**config.mk**
```make
export PLATFORM = sky130hd
export DESIGN_NAME = nibble_cell_port
export DESIGN_NICKNAME = d
export VERILOG_FILES = /design/src/rtl/nibble_cell_pkg.sv /design/src/rtl/nibble_cell_tx.sv /design/src/rtl/nibble_cell_rx.sv /design/src/rtl/nibble_cell_port.sv
export SDC_FILE = /design/constraint.sdc
export NUM_CORES = 1
export LEC_CHECK = 0
export CORE_MARGIN = 2
export CORE_UTILIZATION = 54
export CTS_BUF_LIST = sky130_fd_sc_hd__clkbuf_2 sky130_fd_sc_hd__clkbuf_4 sky130_fd_sc_hd__clkbuf_8
export CTS_CLUSTER_DIAMETER = 150
export CTS_CLUSTER_SIZE = 25
export DETAILED_ROUTE_END_ITERATION = 8
export PLACE_DENSITY = 0.72
export SLEW_MARGIN = 20
export SYNTH_ARGS = -nofsm -noshare
export SYNTH_HDL_FRONTEND = slang
export SYNTH_SLANG_ARGS = --single-unit
```
**constraint.sdc**
```tcl
create_clock -name clk -period 6.8 [get_ports clk]
set_input_delay 1.36 -clock clk [delete_from_list [all_inputs] [get_ports clk]]
set_output_delay 1.36 -clock clk [all_outputs]
set_load 0.01 [all_outputs]
```
**src/rtl/nibble_cell_pkg.sv**
```systemverilog
package nibble_cell_pkg;
    typedef enum logic [1:0] {
        TX_HUNT = 2'd0,
        TX_FILL = 2'd1,
        TX_FULL = 2'd2
    } tx_state_e;

    typedef enum logic [1:0] {
        RX_LOAD  = 2'd0,
        RX_FRAME = 2'd1,
        RX_SEND  = 2'd2
    } rx_state_e;
endpackage

```
**src/rtl/nibble_cell_tx.sv**
```systemverilog
module nibble_cell_tx
    import nibble_cell_pkg::*;
#(
    parameter int NIB_W     = 4,
    parameter int CELL_NIBS = 106
) (
    input  logic               clk,
    input  logic               rst_n,
    output logic               tx_pull,
    input  logic               tx_frame,
    input  logic [NIB_W-1:0]   tx_nib,
    output logic               line_tx_valid,
    input  logic               line_tx_ready,
    output logic [2*NIB_W-1:0] line_tx_data
);
    localparam int BYTE_W     = 2 * NIB_W;
    localparam int CELL_BYTES = CELL_NIBS / 2;
    localparam int NW         = $clog2(CELL_NIBS);
    localparam int BW         = $clog2(CELL_BYTES);
    localparam logic [NW-1:0] LAST_NIB  = NW'(CELL_NIBS - 1);
    localparam logic [BW-1:0] LAST_BYTE = BW'(CELL_BYTES - 1);

    tx_state_e         st, st_nxt;
    logic [NW-1:0]     nib_cnt;
    logic [BW-1:0]     rd_idx;
    logic [NIB_W-1:0]  hi_hold;
    logic [BYTE_W-1:0] buf_mem [CELL_BYTES];

    // state register
    always_ff @(posedge clk) begin
        if (!rst_n) st <= TX_HUNT;
        else        st <= st_nxt;
    end

    always_comb begin
        st_nxt = st;
        unique case (st)
            TX_HUNT: if (tx_pull && tx_frame) st_nxt = TX_FILL;
            TX_FILL: if (tx_pull && !tx_frame && nib_cnt == LAST_NIB) st_nxt = TX_FULL;
            TX_FULL: if (line_tx_ready && rd_idx == LAST_BYTE) st_nxt = TX_HUNT;
            default: st_nxt = TX_HUNT;
        endcase
    end

    // outputs
    always_comb begin
        tx_pull       = (st != TX_FULL);
        line_tx_valid = (st == TX_FULL);
        line_tx_data  = buf_mem[rd_idx];
    end

    always_ff @(posedge clk) begin
        if (!rst_n) begin
            nib_cnt <= '0;
            rd_idx  <= '0;
            hi_hold <= '0;
        end else begin
            if (tx_pull && tx_frame) begin
                nib_cnt <= '0;
            end else if (st == TX_FILL && tx_pull) begin
                if (!nib_cnt[0]) hi_hold <= tx_nib;
                nib_cnt <= (nib_cnt == LAST_NIB) ? '0 : nib_cnt + 1'b1;
            end
            if (st == TX_FULL && line_tx_ready)
                rd_idx <= (rd_idx == LAST_BYTE) ? '0 : rd_idx + 1'b1;
        end
    end

    always_ff @(posedge clk) begin
        if (st == TX_FILL && tx_pull && !tx_frame && nib_cnt[0])
            buf_mem[nib_cnt[NW-1:1]] <= {hi_hold, tx_nib};
    end
endmodule

```
**src/rtl/nibble_cell_rx.sv**
```systemverilog
module nibble_cell_rx
    import nibble_cell_pkg::*;
#(
    parameter int NIB_W     = 4,
    parameter int CELL_NIBS = 106
) (
    input  logic               clk,
    input  logic               rst_n,
    input  logic               line_rx_valid,
    output logic               line_rx_ready,
    input  logic [2*NIB_W-1:0] line_rx_data,
    input  logic               rx_take,
    output logic               rx_frame,
    output logic               rx_nib_vld,
    output logic [NIB_W-1:0]   rx_nib
);
    localparam int BYTE_W     = 2 * NIB_W;
    localparam int CELL_BYTES = CELL_NIBS / 2;
    localparam int NW         = $clog2(CELL_NIBS);
    localparam int BW         = $clog2(CELL_BYTES);
    localparam logic [NW-1:0] LAST_NIB  = NW'(CELL_NIBS - 1);
    localparam logic [BW-1:0] LAST_BYTE = BW'(CELL_BYTES - 1);

    rx_state_e         st, st_nxt;
    logic [BW-1:0]     wr_idx;
    logic [NW-1:0]     nib_idx;
    logic [BYTE_W-1:0] buf_mem [CELL_BYTES];
    logic [BYTE_W-1:0] cur_byte;

    // state register
    always_ff @(posedge clk) begin
        if (!rst_n) st <= RX_LOAD;
        else        st <= st_nxt;
    end

    always_comb begin
        st_nxt = st;
        unique case (st)
            RX_LOAD:  if (line_rx_valid && wr_idx == LAST_BYTE) st_nxt = RX_FRAME;
            RX_FRAME: if (rx_take) st_nxt = RX_SEND;
            RX_SEND:  if (rx_take && nib_idx == LAST_NIB) st_nxt = RX_LOAD;
            default:  st_nxt = RX_LOAD;
        endcase
    end

    // outputs
    always_comb begin
        cur_byte      = buf_mem[nib_idx[NW-1:1]];
        line_rx_ready = (st == RX_LOAD);
        rx_frame      = (st == RX_FRAME) && rx_take;
        rx_nib_vld    = (st == RX_SEND) && rx_take;
        rx_nib        = '0;
        if (rx_nib_vld)
            rx_nib = nib_idx[0] ? cur_byte[NIB_W-1:0] : cur_byte[BYTE_W-1:NIB_W];
    end

    always_ff @(posedge clk) begin
        if (!rst_n) begin
            wr_idx  <= '0;
            nib_idx <= '0;
        end else begin
            if (st == RX_LOAD && line_rx_valid)
                wr_idx <= (wr_idx == LAST_BYTE) ? '0 : wr_idx + 1'b1;
            if (st == RX_SEND && rx_take)
                nib_idx <= (nib_idx == LAST_NIB) ? '0 : nib_idx + 1'b1;
        end
    end

    always_ff @(posedge clk) begin
        if (st == RX_LOAD && line_rx_valid)
            buf_mem[wr_idx] <= line_rx_data;
    end
endmodule

```
**src/rtl/nibble_cell_port.sv**
```systemverilog
module nibble_cell_port #(
    parameter int NIB_W     = 4,
    parameter int CELL_NIBS = 106
) (
    input  logic               clk,
    input  logic               rst_n,
    output logic               tx_pull,
    input  logic               tx_frame,
    input  logic [NIB_W-1:0]   tx_nib,
    output logic               line_tx_valid,
    input  logic               line_tx_ready,
    output logic [2*NIB_W-1:0] line_tx_data,
    input  logic               line_rx_valid,
    output logic               line_rx_ready,
    input  logic [2*NIB_W-1:0] line_rx_data,
    input  logic               rx_take,
    output logic               rx_frame,
    output logic               rx_nib_vld,
    output logic [NIB_W-1:0]   rx_nib
);
    nibble_cell_tx #(.NIB_W(NIB_W), .CELL_NIBS(CELL_NIBS)) u_tx (
        .clk           (clk),
        .rst_n         (rst_n),
        .tx_pull       (tx_pull),
        .tx_frame      (tx_frame),
        .tx_nib        (tx_nib),
        .line_tx_valid (line_tx_valid),
        .line_tx_ready (line_tx_ready),
        .line_tx_data  (line_tx_data)
    );

    nibble_cell_rx #(.NIB_W(NIB_W), .CELL_NIBS(CELL_NIBS)) u_rx (
        .clk           (clk),
        .rst_n         (rst_n),
        .line_rx_valid (line_rx_valid),
        .line_rx_ready (line_rx_ready),
        .line_rx_data  (line_rx_data),
        .rx_take       (rx_take),
        .rx_frame      (rx_frame),
        .rx_nib_vld    (rx_nib_vld),
        .rx_nib        (rx_nib)
    );
endmodule

```
After elaboration in Yosys (flattened, before gate mapping):

Memory sizes are Yosys's and may differ from the RTL's. A register that Yosys moved wholly into a read port is not among the register bits.
Index checks and enable logic that the tools add are counted.

* register bits after elaboration: 34
* memories kept: 2
* output and inout bits: 17
* logic and storage cells: 73
* memory bits (read-only): 0
* input port bits: 18
* latch bits: 0
* memory bits (writable): 848

* mux-type cells: 22
* add/sub/neg operators: 4
* eq/ne operators: 15
* shift-type cells: 0
* $mul: 0
* reduce and logical (&&, ||, !) cells: 20
* $lt $le $gt $ge: 0
* div/mod/pow operators: 0
* bitwise logic cells: 3

Memories
* u_rx.buf_mem: words 53, bits a word 8, read ports 1, clocked after Yosys merged registers in 1, wr ports 1, line nibble_cell_rx.sv:27 `logic [BYTE_W-1:0] buf_mem [CELL_BYTES];`
* u_tx.buf_mem: words 53, bits a word 8, read ports 1, clocked after Yosys merged registers in 1, wr ports 1, line nibble_cell_tx.sv:27 `logic [BYTE_W-1:0] buf_mem [CELL_BYTES];`

Operator list (number)
* 6-bit two-way mux: 6
* 7-bit by 1-bit adder with 7-bit output, second input constant: 2
* 7-bit equality test, second input constant: 2
* 7-bit two-way mux: 2
* 1-bit logical AND: 13
* 6-bit by 1-bit adder with 6-bit output, second input constant: 2
* 6-bit equality test, second input constant: 2
* 2-bit two-way mux: 6
* 2-bit case mux with 3 select lines: 2
* 2-bit by 1-bit inequality test with 1-bit output, second input constant: 5
* 3-bit AND reduction: 3
* 4-bit two-way mux: 2
* 2-bit by 1-bit equality test with 1-bit output, second input constant: 2
* 2-bit equality test, second input constant: 2
* 2-bit logical NOT: 2
* 1-bit two-way mux: 4
* 2-bit inequality test, second input constant: 2
* 1-bit NOT: 3
* 2-bit OR reduction: 1
* 1-bit logical NOT: 1

Depth between registers and ports, before layout:

* word-level depth: 6
* gate-level depth with buffers: 10
* mapped depth without buffers: 7

By module:

From an unflattened synthesis, not the netlist that was laid out.

* cell total of the unflattened synthesis: 1817
* area, all modules: 35151.2 sq um

By module, submodules not included
* nibble_cell_tx: area each 17640.7 sq um, instances 1, sequential area each 13232.7 sq um, cells each 921
* nibble_cell_rx: area each 17510.5 sq um, instances 1, sequential area each 13152.6 sq um, cells each 896

Worst setup path after synthesis:

No wires, ideal clock.

* path kind: input to output
* from: input rx_take
* to: output rx_nib[3]
* slack: 2.946 ns
* stages on the path: 7
* buffers on the path: 0
* arrival time: 2.494 ns
* cell sequence: nand2_1 nor2_1 and2_1 o21ai_0 a31oi_1 o21ai_0 nand3_1

* longest elaborated chain between the ends: 2

RTL lines
* from (decl): line nibble_cell_port.sv:16 `input logic rx_take,`
* 1-bit logical AND: line nibble_cell_rx.sv:51 `rx_nib_vld = (st == RX_SEND) && rx_take;`
* via rx_nib_vld: line nibble_cell_port.sv:18 `output logic rx_nib_vld,`
* 4-bit two-way mux: line nibble_cell_rx.sv:53 `if (rx_nib_vld)`
* to (decl): line nibble_cell_port.sv:19 `output logic [NIB_W-1:0] rx_nib`

The timed path passes the listed nets, and every way through them passes these cells.

==> metrics.yaml <==
status: "completed"
fin_hold_ws_ps: 542.4
hold_class: "reg -> reg"
setup_tns_ps: 0
cts-root-buf: "clkbuf_8"
finalCritPeriodShare: 0.8310
crit_chain: "buf_4 > mux4_2 > mux4_2 > mux2_2 > nand2_1 > nand3_1 > clkdlybuf4s50_1"
place_inst: 2506
grtUsageTotal: 0.2108
rsz0062_at_grt: "no"
pin_count: 35
synthSimpleGateAreaFrac: 0.03911
p_sw_mw: 1.635
nFillCells: 4663
slowest_delay_ps: 910
postCtsHoldBufs: 0
drcViolationCount: 0
fp.dieArea_um2: 66450
finClkSkew_ps: 43.61
hold_viol_final: 0
wl_per_cell_um: 26.95
grt_pass1_vias: 16230
ys.flop_type: "edfxtp_1"
crit_required_ps: 5440
worst_slew_pin_slew_ps: 1170
sw_frac_of_total: 0.1955
most-common-layout-cells: "848 x edfxtp_1, 240 x mux4_2, 155 x nor2_1"
synth_top_family_by_area: "multiplexers"
final_cell_area_um2: 36600
grt_max_degree: 66
ant_nets: 0
final_nets: 1720
grt-ovfl-total: 0
max-vdd-ir-drop_uv: 229.2
clk_pin_slew_ps: 140
synth.area.mux_share: 0.1674
drt_first_pass_iters: 7
cts_setup_buffers: 0
cts_inserted_buffers: 41
post_synth.cell_area_avg_um2: 20.61
synthXorXnorAreaFrac: 0.004785
p_int_mw: 6.727
fmax_mhz: 177.0
synthTopCellsByArea: "edfxtp_1 73%, mux4_2 16%, dfxtp_1 2.6%"
place.gp.congestion: 0.8433
drive_gt1_frac: 0.2091
ys_seq_area_frac: 0.7587
synth_edf_count: 848
drt_iter0_markers: 1637
worstSetupEndpointType: "primary output"
synthAdderAreaFrac: 0.002878
yosysWarnings: 0
start_util: 0.5424
p_seq_frac: 0.723
cpLargestDelayFamily: "multiplexers"
finalSetupViolCount: 0
portBuffers: 34
synth_area_um2: 34780
clock_latency_ps: 700
post-route-util: 0.5709
synthDominantCellAreaShare: 0.7322
synth_cell_type_count: 48
core_area_um2: 64120
yosys.area.top_type: "edfxtp_1"
grt_pass1_wl_um: 104400
viasPerCell: 6.202
crit_arrival_ps: 4290
ctsLongestPathBuffers: 3
crit_top_cell: "mux4_2"
drt-total-wl_um: 69170
finalPower_mw: 8.363
die_height_um: 257.8
place_area_um2: 35880
p_leak_nw: 10.70
p_per_area_nw_per_um2: 228.5
start_kind: "register"
diodes: 0
max_slew_margin: 0.2171
fin_ws_ps: 1149
final_common_cell: "edfxtp_1"
path_class: "reg -> out"
vias: 15920
maxCapViolCount: 0
slew_viol_final: 0
rows: 93
htree_levels: 2
cts.sinks: 894
synth_compound_area_frac: 0.01356
cp_slowest_cell: "dfxtp_4"
antenna_found_initial: 0
dp_hpwl_um: 42580
die_x_um: 257.8
synth_seq_cells: 894
syn_to_final_growth_pct: 5.253
fin_crit_ps: 5651
async_flop_share: 0
clkPwrFrac: 0.263
synth.net_count: 1713
cts_tree: "done"
layout.cells.non_filler: 2567
path_max_fanout: 41
ctsResizeCount: 0
synthCells: 1687
pre_cts_slack_ps: 1521
comb_power_share: 0.015
cp_num_buf_inv: 2
[routing by layer]
| metal | vias to the layer above | global-route usage | wire length [um] |
|---|---|---|---|
| met5 | - | 0 | 0 |
| met4 | 0 | 0.04753 | 1299 |
| met3 | 81 | 0.02876 | 4216 |
| met2 | 555 | 0.3489 | 34670 |
| met1 | 8467 | 0.3044 | 28980 |
| li1 | 6818 | - | - |
[final timing paths]
kind | start | endpoint | slack [ps] | cells after the start
setup reg to reg | u_rx.st[0]$_SDFFE_PN0P_ | u_rx.buf_mem[9][6]$_DFFE_PP_ | 3720 | 5
setup / recovery | register | rx_nib[2] | 1150 | 7
hold / removal | u_rx.nib_idx[0]$_SDFFE_PN0P_ | u_rx.nib_idx[0]$_SDFFE_PN0P_ | 540 | 2
hold reg to reg | u_rx.nib_idx[0]$_SDFFE_PN0P_ | u_rx.nib_idx[0]$_SDFFE_PN0P_ | 540 | 2
[worst min-delay path, cell delays in order, from the launching register on]
cell and delay (ps):
dfxtp_1 360, o21ai_0 80, a21oi_1 70
[power groups by stage]
stage | clock [mW] | combinational (mW) | sequential (mW)
after floorplan | 0 | 0.0365 | 6.16
after global placement | 0 | 0.116 | 6.17
after detailed placement | 0 | 0.124 | 6.17
after CTS | 2.24 | 0.123 | 6.04
after global routing | 2.40 | 0.133 | 6.05
final | 2.20 | 0.122 | 6.04
[cells by family after synthesis]
| kind of cell | after synthesis |
|---|---|
| AND/OR/NAND/NOR | 309 |
| buffers and inverters | 103 |
| flip-flops | 894 |
| XOR/XNOR | 19 |
| adder cells (fa/ha/maj) | 8 |
| AO/OA/AOI/OAI | 74 |
| multiplexers | 280 |
[synth_stat cells, types with 4 or more instances]
master and number:
xnor2_1 7, o21ai_0 20, buf_2 19, nor2_1 155, xor2_1 12, dfxtp_1 46, nand2b_1 4, clkbuf_1 43
mux2_2 14, nand3_1 18, nand3b_1 6, a21oi_1 13, inv_1 15, nor2b_1 19, edfxtp_1 848, ha_1 8
mux4_2 240, a211oi_1 7, and2_1 5, nand2_1 72, mux2i_1 26, a2111oi_0 5, nor3_1 6, a31oi_1 10
buf_1 15, buf_6 7, or3_1 5, nand4_1 6
[state kept, by name (all words and copies together) (netlist names), named ones only]
| register | cells |
|---|---|
| u_tx.st | 2 |
| u_tx.buf_mem | 424 |
| u_rx.buf_mem | 424 |
| u_tx.rd_idx | 6 |
| u_rx.nib_idx | 7 |
| u_rx.st | 2 |
| u_tx.nib_cnt | 7 |
| u_tx.hi_hold | 4 |
| u_rx.wr_idx | 6 |
[area by class of cell]
type	count	area, um^2	area share
inverter	17	63.81	0.001743
sequential	894	26410	0.7214
multi-input combinational	690	7921	0.2164
clock inverter	2	16.27	0.0004444
timing repair buffer	50	412.9	0.01128
clock buffer	59	711.9	0.01945
tap	855	1070	0.02923
Note: power is estimated with default switching activity, not from simulation.
